## config.mk

```make
export PLATFORM = sky130hd
export DESIGN_NAME = bank_decoder
export DESIGN_NICKNAME = d
export VERILOG_FILES = /design/src/rtl/bank_dec_pkg.sv /design/src/rtl/bank_select_reg.sv /design/src/rtl/addr_map.sv /design/src/rtl/tick_gen.sv /design/src/rtl/bank_decoder.sv
export SDC_FILE = /design/constraint.sdc
export NUM_CORES = 1
export LEC_CHECK = 0
export BUFFER_PORTS_ARGS = -buffer_cell sky130_fd_sc_hd__buf_2
export CAP_MARGIN = 5
export CORE_UTILIZATION = 30
export DETAILED_ROUTE_END_ITERATION = 6
export PLACE_DENSITY_LB_ADDON = 0.1
export SYNTH_ARGS = -nofsm -noshare
export SYNTH_HDL_FRONTEND = slang
export SYNTH_SLANG_ARGS = --single-unit
export TNS_END_PERCENT = 30
```

## constraint.sdc

```tcl
create_clock -name clk_i -period 1.12 [get_ports clk_i]
set_input_delay 0.056 -clock clk_i [delete_from_list [all_inputs] [get_ports clk_i]]
set_output_delay 0.056 -clock clk_i [all_outputs]
set_load 0.02 [all_outputs]
```

## src/rtl/bank_dec_pkg.sv

```systemverilog
package bank_dec_pkg;
  localparam int CPU_AW   = 10;
  localparam int BANK_W   = 7;
  localparam int DATA_W   = 8;
  localparam int IO_PORTS = 8;
  localparam int TICK_W   = 8;
  localparam int TICK_DIV = 16;

  // port indices inside the I/O window
  localparam int PORT_BANK = 0;
  localparam int PORT_TICK = 1;
endpackage

```

## src/rtl/bank_select_reg.sv

```systemverilog
module bank_select_reg #(
  parameter int BANK_W = 7,
  parameter int DATA_W = 8
) (
  input  logic              clk_i,
  input  logic              rst_ni,
  input  logic              wr_hit_i,
  input  logic [DATA_W-1:0] wdata_i,
  output logic [BANK_W-1:0] bank_o
);
  logic [BANK_W-1:0] bank_q;
  logic unused_wdata;
  assign unused_wdata = ^wdata_i[DATA_W-1:BANK_W];

  always_ff @(posedge clk_i or negedge rst_ni) begin
    if (!rst_ni)       bank_q <= '0;
    else if (wr_hit_i) bank_q <= wdata_i[BANK_W-1:0];
  end

  assign bank_o = bank_q;

  a_r4_bank_load: assert property (@(posedge clk_i) disable iff (!rst_ni)
    wr_hit_i |=> bank_o == $past(wdata_i[BANK_W-1:0]));
  a_r10_bank_hold: assert property (@(posedge clk_i) disable iff (!rst_ni)
    !wr_hit_i |=> $stable(bank_o));
endmodule

```

## src/rtl/addr_map.sv

```systemverilog
module addr_map #(
  parameter int CPU_AW   = 10,
  parameter int BANK_W   = 7,
  parameter int IO_PORTS = 8,
  localparam int OFS_W   = CPU_AW - 1,
  localparam int PHYS_AW = BANK_W + OFS_W,
  localparam int IO_W    = $clog2(IO_PORTS)
) (
  input  logic               clk_i,
  input  logic               rst_ni,
  input  logic               req_i,
  input  logic [CPU_AW-1:0]  addr_i,
  input  logic [BANK_W-1:0]  bank_i,
  output logic [PHYS_AW-1:0] phys_o,
  output logic               io_hit_o,
  output logic               rom_cs_o,
  output logic               ram_cs_o,
  output logic               io_sel_o
);
  localparam logic [BANK_W-1:0] FIXED_BANK = '1;

  logic [BANK_W-1:0] sel_bank;
  logic              blk1;

  assign blk1     = addr_i[CPU_AW-1];
  assign sel_bank = blk1 ? FIXED_BANK : bank_i;
  assign phys_o   = {sel_bank, addr_i[OFS_W-1:0]};
  assign io_hit_o = &addr_i[CPU_AW-1:IO_W];

  always_comb begin
    rom_cs_o = 1'b0;
    ram_cs_o = 1'b0;
    if (req_i && !io_hit_o) begin
      // top bank bit splits ROM (low half) from RAM (high half)
      if (sel_bank[BANK_W-1]) ram_cs_o = 1'b1;
      else                    rom_cs_o = 1'b1;
    end
  end
  assign io_sel_o = req_i & io_hit_o;

  a_r3_block1_fixed: assert property (@(posedge clk_i) disable iff (!rst_ni)
    addr_i[CPU_AW-1] |-> phys_o[PHYS_AW-1:OFS_W] == FIXED_BANK);
  a_r7_io_no_cs: assert property (@(posedge clk_i) disable iff (!rst_ni)
    io_sel_o |-> (!rom_cs_o && !ram_cs_o));
  a_r6_cs_excl: assert property (@(posedge clk_i) disable iff (!rst_ni)
    $onehot0({rom_cs_o, ram_cs_o, io_sel_o}));
endmodule

```

## src/rtl/tick_gen.sv

```systemverilog
module tick_gen #(
  parameter int TICK_W   = 8,
  parameter int TICK_DIV = 16,
  localparam int PRE_W   = $clog2(TICK_DIV)
) (
  input  logic              clk_i,
  input  logic              rst_ni,
  output logic [TICK_W-1:0] tick_o
);
  localparam logic [PRE_W-1:0] PRE_LAST = PRE_W'(TICK_DIV - 1);

  logic [PRE_W-1:0]  pre_q;
  logic [TICK_W-1:0] tick_q;
  logic              roll;

  assign roll = (pre_q == PRE_LAST);

  always_ff @(posedge clk_i or negedge rst_ni) begin
    if (!rst_ni) begin
      pre_q  <= '0;
      tick_q <= '0;
    end else begin
      pre_q <= roll ? '0 : pre_q + 1'b1;
      if (roll) tick_q <= tick_q + 1'b1;
    end
  end

  assign tick_o = tick_q;

  a_r9_tick_step: assert property (@(posedge clk_i) disable iff (!rst_ni)
    roll |=> tick_o == $past(tick_o) + 1'b1);
  a_r9_tick_idle: assert property (@(posedge clk_i) disable iff (!rst_ni)
    !roll |=> $stable(tick_o));
endmodule

```

## src/rtl/bank_decoder.sv

```systemverilog
module bank_decoder
  import bank_dec_pkg::*;
#(
  parameter int P_CPU_AW   = CPU_AW,
  parameter int P_BANK_W   = BANK_W,
  parameter int P_DATA_W   = DATA_W,
  parameter int P_IO_PORTS = IO_PORTS,
  parameter int P_TICK_W   = TICK_W,
  parameter int P_TICK_DIV = TICK_DIV,
  localparam int PHYS_AW   = P_BANK_W + P_CPU_AW - 1,
  localparam int IO_W      = $clog2(P_IO_PORTS)
) (
  input  logic                clk_i,
  input  logic                rst_ni,
  input  logic                cpu_req_i,
  input  logic                cpu_we_i,
  input  logic [P_CPU_AW-1:0] cpu_addr_i,
  input  logic [P_DATA_W-1:0] cpu_wdata_i,
  output logic [PHYS_AW-1:0]  phys_addr_o,
  output logic                rom_cs_o,
  output logic                ram_cs_o,
  output logic                io_sel_o,
  output logic [P_DATA_W-1:0] io_rdata_o
);
  logic [P_BANK_W-1:0] bank;
  logic [P_TICK_W-1:0] tick;
  logic                io_hit;
  logic [IO_W-1:0]     port;
  logic                bank_wr;

  assign port    = cpu_addr_i[IO_W-1:0];
  assign bank_wr = cpu_req_i & cpu_we_i & io_hit & (port == IO_W'(PORT_BANK));

  bank_select_reg #(.BANK_W(P_BANK_W), .DATA_W(P_DATA_W)) u_bank (
    .clk_i(clk_i), .rst_ni(rst_ni), .wr_hit_i(bank_wr),
    .wdata_i(cpu_wdata_i), .bank_o(bank));

  addr_map #(.CPU_AW(P_CPU_AW), .BANK_W(P_BANK_W), .IO_PORTS(P_IO_PORTS)) u_map (
    .clk_i(clk_i), .rst_ni(rst_ni), .req_i(cpu_req_i), .addr_i(cpu_addr_i),
    .bank_i(bank), .phys_o(phys_addr_o), .io_hit_o(io_hit),
    .rom_cs_o(rom_cs_o), .ram_cs_o(ram_cs_o), .io_sel_o(io_sel_o));

  tick_gen #(.TICK_W(P_TICK_W), .TICK_DIV(P_TICK_DIV)) u_tick (
    .clk_i(clk_i), .rst_ni(rst_ni), .tick_o(tick));

  always_comb begin
    io_rdata_o = '0;
    if (io_hit) begin
      if (port == IO_W'(PORT_BANK))      io_rdata_o = P_DATA_W'(bank);
      else if (port == IO_W'(PORT_TICK)) io_rdata_o = P_DATA_W'(tick);
    end
  end

  a_r2_offset_pass: assert property (@(posedge clk_i) disable iff (!rst_ni)
    phys_addr_o[P_CPU_AW-2:0] == cpu_addr_i[P_CPU_AW-2:0]);
  a_r5_block0_bank: assert property (@(posedge clk_i) disable iff (!rst_ni)
    (!cpu_addr_i[P_CPU_AW-1] && io_rdata_o == '0 && $past(bank_wr) == 1'b0
      && $stable(bank)) |-> phys_addr_o[PHYS_AW-1:P_CPU_AW-1] == $past(bank));
endmodule

```

After elaboration in Yosys (flattened, before gate mapping)
Index checks and enable logic that the tools add are counted.
- register bits after elaboration: 19
- bits in latches: 0
- RAM bits: 0
- bits in read-only memories: 0
- output and inout port bits: 27
- logic and storage cells: 24
- memories: 0
- $add $sub $neg: 2
- multipliers: 0
- div/mod/pow operators: 0
- order comparisons: 0
- eq/ne operators: 2
- shift-type cells: 0
- mux-type cells: 9
- bitwise operators: 4
- reduce and logical (&&, ||, !) cells: 4
- operators with widths (cell ; number):
    $mux 8 ; 3
    $add 8x1->8 const B ; 1
    $mux 7 ; 1
    $reduce_and 7->1 ; 1
    $add 4x1->4 const B ; 1
    $and 1x1->1 ; 4
    $eq 4x4->1 const B ; 1
    $mux 1 ; 4
    $mux 4 ; 1
    $eq 3x1->1 const B ; 1
    $logic_not 3->1 ; 1
    $logic_and 1x1->1 ; 1
    $logic_not 1->1 ; 1

Longest topological paths before layout
- depth in word-level cells: 4
- depth in mapped cells: 4
- depth with buffers taken out: 4

By module
A second synthesis with hierarchy kept.
- cells, all modules: 102
- area, all modules: 1107.3 um2
- modules (own cells, without submodules) (module ; instances ; cells each ; area each (um2) ; sequential area each (um2)):
    tick_gen ; 1 ; 43 ; 510.5 ; 300.3
    bank_select_reg ; 1 ; 15 ; 291.5 ; 175.2
    addr_map ; 1 ; 23 ; 156.4 ; 0.0
    bank_decoder ; 1 ; 21 ; 148.9 ; 0.0

Worst setup path before layout
No wires, ideal clock.
- path type: reg-to-reg
- start point: register u_tick.pre_q[0]
- end point: register u_tick.tick_q[5] (netlist: u_tick.tick_o[5])
- library setup time: 0.079 ns
- arrival: 1.125 ns
- required time: 1.041 ns
- setup slack: -0.085 ns
- stages on the path, launching flop included: 5
- clock period less this slack: 1.205 ns
- cell sequence: dfrtp_1 -> ha_1 -> nand3_1 -> nor3_1 -> xor2_1
- longest elaborated chain between the ends: 1
- ends and longest elaborated chain (what ; line ; RTL):
    start, declared ; tick_gen.sv:12 ; logic [PRE_W-1:0] pre_q;
    start signal, assigned ; tick_gen.sv:23 ; pre_q <= roll ? '0 : pre_q + 1'b1;
    $eq 4x4->1 ; tick_gen.sv:16 ; assign roll = (pre_q == PRE_LAST);
    end signal, assigned ; tick_gen.sv:24 ; if (roll) tick_q <= tick_q + 1'b1;
    end, declared ; tick_gen.sv:13 ; logic [TICK_W-1:0] tick_q;
Every way passes these cells.
A chain may end at the register's enable or synchronous reset.

Worst setup path after layout
- start point: register u_bank.bank_q[6] (netlist: u_bank.bank_o[6])
- end point: output ram_cs_o
- longest elaborated chain between the ends: 3
- ends and longest elaborated chain (what ; line ; RTL):
    start, declared ; bank_select_reg.sv:11 ; logic [BANK_W-1:0] bank_q;
    start signal, assigned ; bank_select_reg.sv:17 ; else if (wr_hit_i) bank_q <= wdata_i[BANK_W-1:0];
    $mux 7 ; addr_map.sv:26 ; assign sel_bank = blk1 ? FIXED_BANK : bank_i;
    $mux 1 ; addr_map.sv:35 ; if (sel_bank[BANK_W-1]) ram_cs_o = 1'b1;
    $mux 1 ; addr_map.sv:33 ; if (req_i && !io_hit_o) begin
    end, declared ; bank_decoder.sv:21 ; output logic ram_cs_o,
Every way passes these cells.

==> impl_metrics.toml <==
[sta]
fin_setup_tns_ns = -1.22
drv_slew = 0
setup_viol_count_final = 19
rsz0062_at_grt = "yes"
worst_pin_slew_ns = 0.429
fin_crit_ns = 1.26
finalHoldViolations = 0
max_clock_freq_mhz = 792
setup_ws_ns = -0.143
fin_crit_sh_pct = 113
max_slew_margin_pct = 71.4
skew_ns = 0.00708

[setup_path]
critPathLaunchType = "register"
worstReg2RegStart = "u_tick.pre_q[0]"
worstPathArrival_ns = 1.21
cpLargestDelayFamily = "flip-flops"
cp-end-kind = "output port"
worstSetupPathType = "reg -> out"
cp_cell_sequence = "or2_4 > and3_4 > buf_6"
critPathSlowestCell = "dfrtp_1"
cp.required_ns = 1.06
cp_max_fo = 3
reg2reg_slack_ns = -0.07
critPathBufInv = 1
r2r_end = "u_tick.tick_o[6]"
slowest_delay_ns = 0.40
ff2ff_path_depth = 4

[synthesis]
syn_area_mm2 = 0.00103
yosysTopAreaCell = "dfrtp_1"
yosys_warnings = 0
synth_nets = 124
yosysUniqueCellTypes = 21
synth.top_cell.area_share_pct = 46.2
ys_ff_latch = 19
seq_area_frac_synth_pct = 46.2
syn_avg_cell_area_um2 = 10.3
syn_inst = 100
synth.top_cells.by_area = "dfrtp_1 46%, mux2_2 7.7%, buf_4 6.6%"

[routing]
wl_per_cell_um = 12.5
route.detailed.drc = 0
via_per_inst = 4.47
drt.antenna.violating_nets = 0
dr.pass1.iters = 4
drt-total-wl_um = 2650
vias = 948
drt-initial-drc-count = 25

[global_routing]
busiest_layer = "met2"
met2_usage_pct = 23.7
antenna_found_initial = 0
grtUsageMet1_pct = 21.2
grt_max_degree = 20
grt_usage_pct = 15.3
grt_pass1_vias = 881
grt_pass1_wl_um = 4070
met3_usage_pct = 4.05
gr-total-overflow = 0

[pwr]
peakVddDrop_mv = 0.582
p_leak_nw = 0.813
powerDensity_mw_per_mm2 = 769
total_power_w = 0.00128

[hold_path]
hp-class = "in -> async"

[clocking]
worstSkewPairLatency_ns = 0.30
cts_tree = "done"
clock_sinks = 19
root_buffer = "clkbuf_4"
cts_buffers = 3
cts_htree_levels = 1
clockBufferDepth = 2
clk_pin_slew_ns = 0.12

[layout]
fin_nets = 193
drive_above_1_share_pct = 62.5
diodes = 0
layout_common_cells = "36 x buf_2, 22 x buf_4, 18 x dfrtp_1"
areaGrowthSynthToFinish_pct = 62.1
final_common_cell = "buf_2"
final_cells = 212

[outcome]
violations = "negative setup slack"
outcome = "finished, violations left"

[flow_run]
drv_cap = 0

[placed_design]
dpl.cell_count = 195
dp_hpwl_um = 2000
numPortBuffers = 47
gp_congestion = 0.736

[floorplan]
start_util_pct = 32.7
die_y_um = 60.6
io_pins = 49
coreArea_mm2 = 0.00315
chipWidth_um = 60.6
rows = 20
die-area_mm2 = 0.00367
## cells in the mapped netlist (all sizes together)
master,count
nor3,3
a21oi,1
or2,7
o21ai,2
dfrtp,19
nand4,4
and4,1
nor3b,1
nand2,7
xnor2,4
nand3,3
ha,2
a22oi,7
xor2,4
nor4b,1
mux2,7
inv,2
and3,4
nor2,12
buf,9
## worst max path at each step
stage	start	to	slack, ns	depth (start not counted)
after floorplan	u_tick.pre_q[0]	u_tick.tick_o[4]	0.008	4
after global placement	cpu_addr_i[0]	u_bank.bank_o[0]	-0.11	4
after detailed placement	cpu_addr_i[0]	u_bank.bank_o[0]	-0.12	4
after CTS	u_bank.bank_o[6]	ram_cs_o	-0.19	3
after global routing	u_bank.bank_o[6]	io_rdata_o[6]	-0.23	4
final	u_bank.bank_o[6]	ram_cs_o	-0.14	3
## cell families (layout without fill, tap and decap cells)
logic type | Yosys count | after routing | synth area share, %
multiplexers | 7 | 7 | 7.66
flip-flops | 19 | 19 | 46.2
XOR/XNOR | 8 | 8 | 6.80
adder cells (fa/ha/maj) | 2 | 2 | 2.43
buffers and inverters | 11 | 79 | 7.29
AND/OR/NAND/NOR | 43 | 43 | 23.1
AO/OA/AOI/OAI | 10 | 10 | 6.56
## metal layers
| metal | part of all wire [%] | vias up | routed length [um] |
|---|---|---|---|
| met5 | 0 | - | 0 |
| met1 | 45 | 442 | 1180 |
| met4 | 0.60 | 0 | 16 |
| met2 | 50 | 24 | 1330 |
| met3 | 4.6 | 2 | 123 |
| li1 | - | 480 | - |
## sequential cells by signal, indices dropped and copies added (netlist names)
signal,flops
u_tick.pre_q,4
u_tick.tick_o,8
u_bank.bank_o,7
## final cells by class
type | count | area, um^2
clock buffers | 3 | 22.5
clock inverters | 1 | 7.51
fillers | 305 | 1480
inverters | 2 | 7.51
multi-input cells | 70 | 596
flip-flops and latches | 19 | 477
well taps | 44 | 55.1
repair buffers | 73 | 504
## through the flow
stage	utilization, %	area, um^2	hold slack [ns]	worst slack, ns
6_report	52.9	1670	0.210	-0.143
5_1_grt	52.9	1670	0.234	-0.226
4_1_cts	49.4	1560	0.211	-0.190
3_5_place_dp	43.8	1380	0.0212	-0.123
3_3_place_gp	43.8	1380	0.0228	-0.106
2_1_floorplan	-	1060	-0.240	0.00818
## power breakdown
part	internal (W)	total [W]	switching, W
registers	0.000688	0.000690	0.00000211
logic	0.000119	0.000236	0.000116
clock network	0.000136	0.000358	0.000222
total	0.000943	0.00128	0.000341
## repair_timing
action | in CTS | in global routing
setup buffers | 3 | 2
pin swaps | 8 | 4
hold buffers | 8 | 0
endpoints found under the hold margin | 26 | 0
resized for setup | 12 | 29
gates cloned | 0 | 0
setup endpoints to repair | 21 | 27
(Power assumes the default switching activity.)
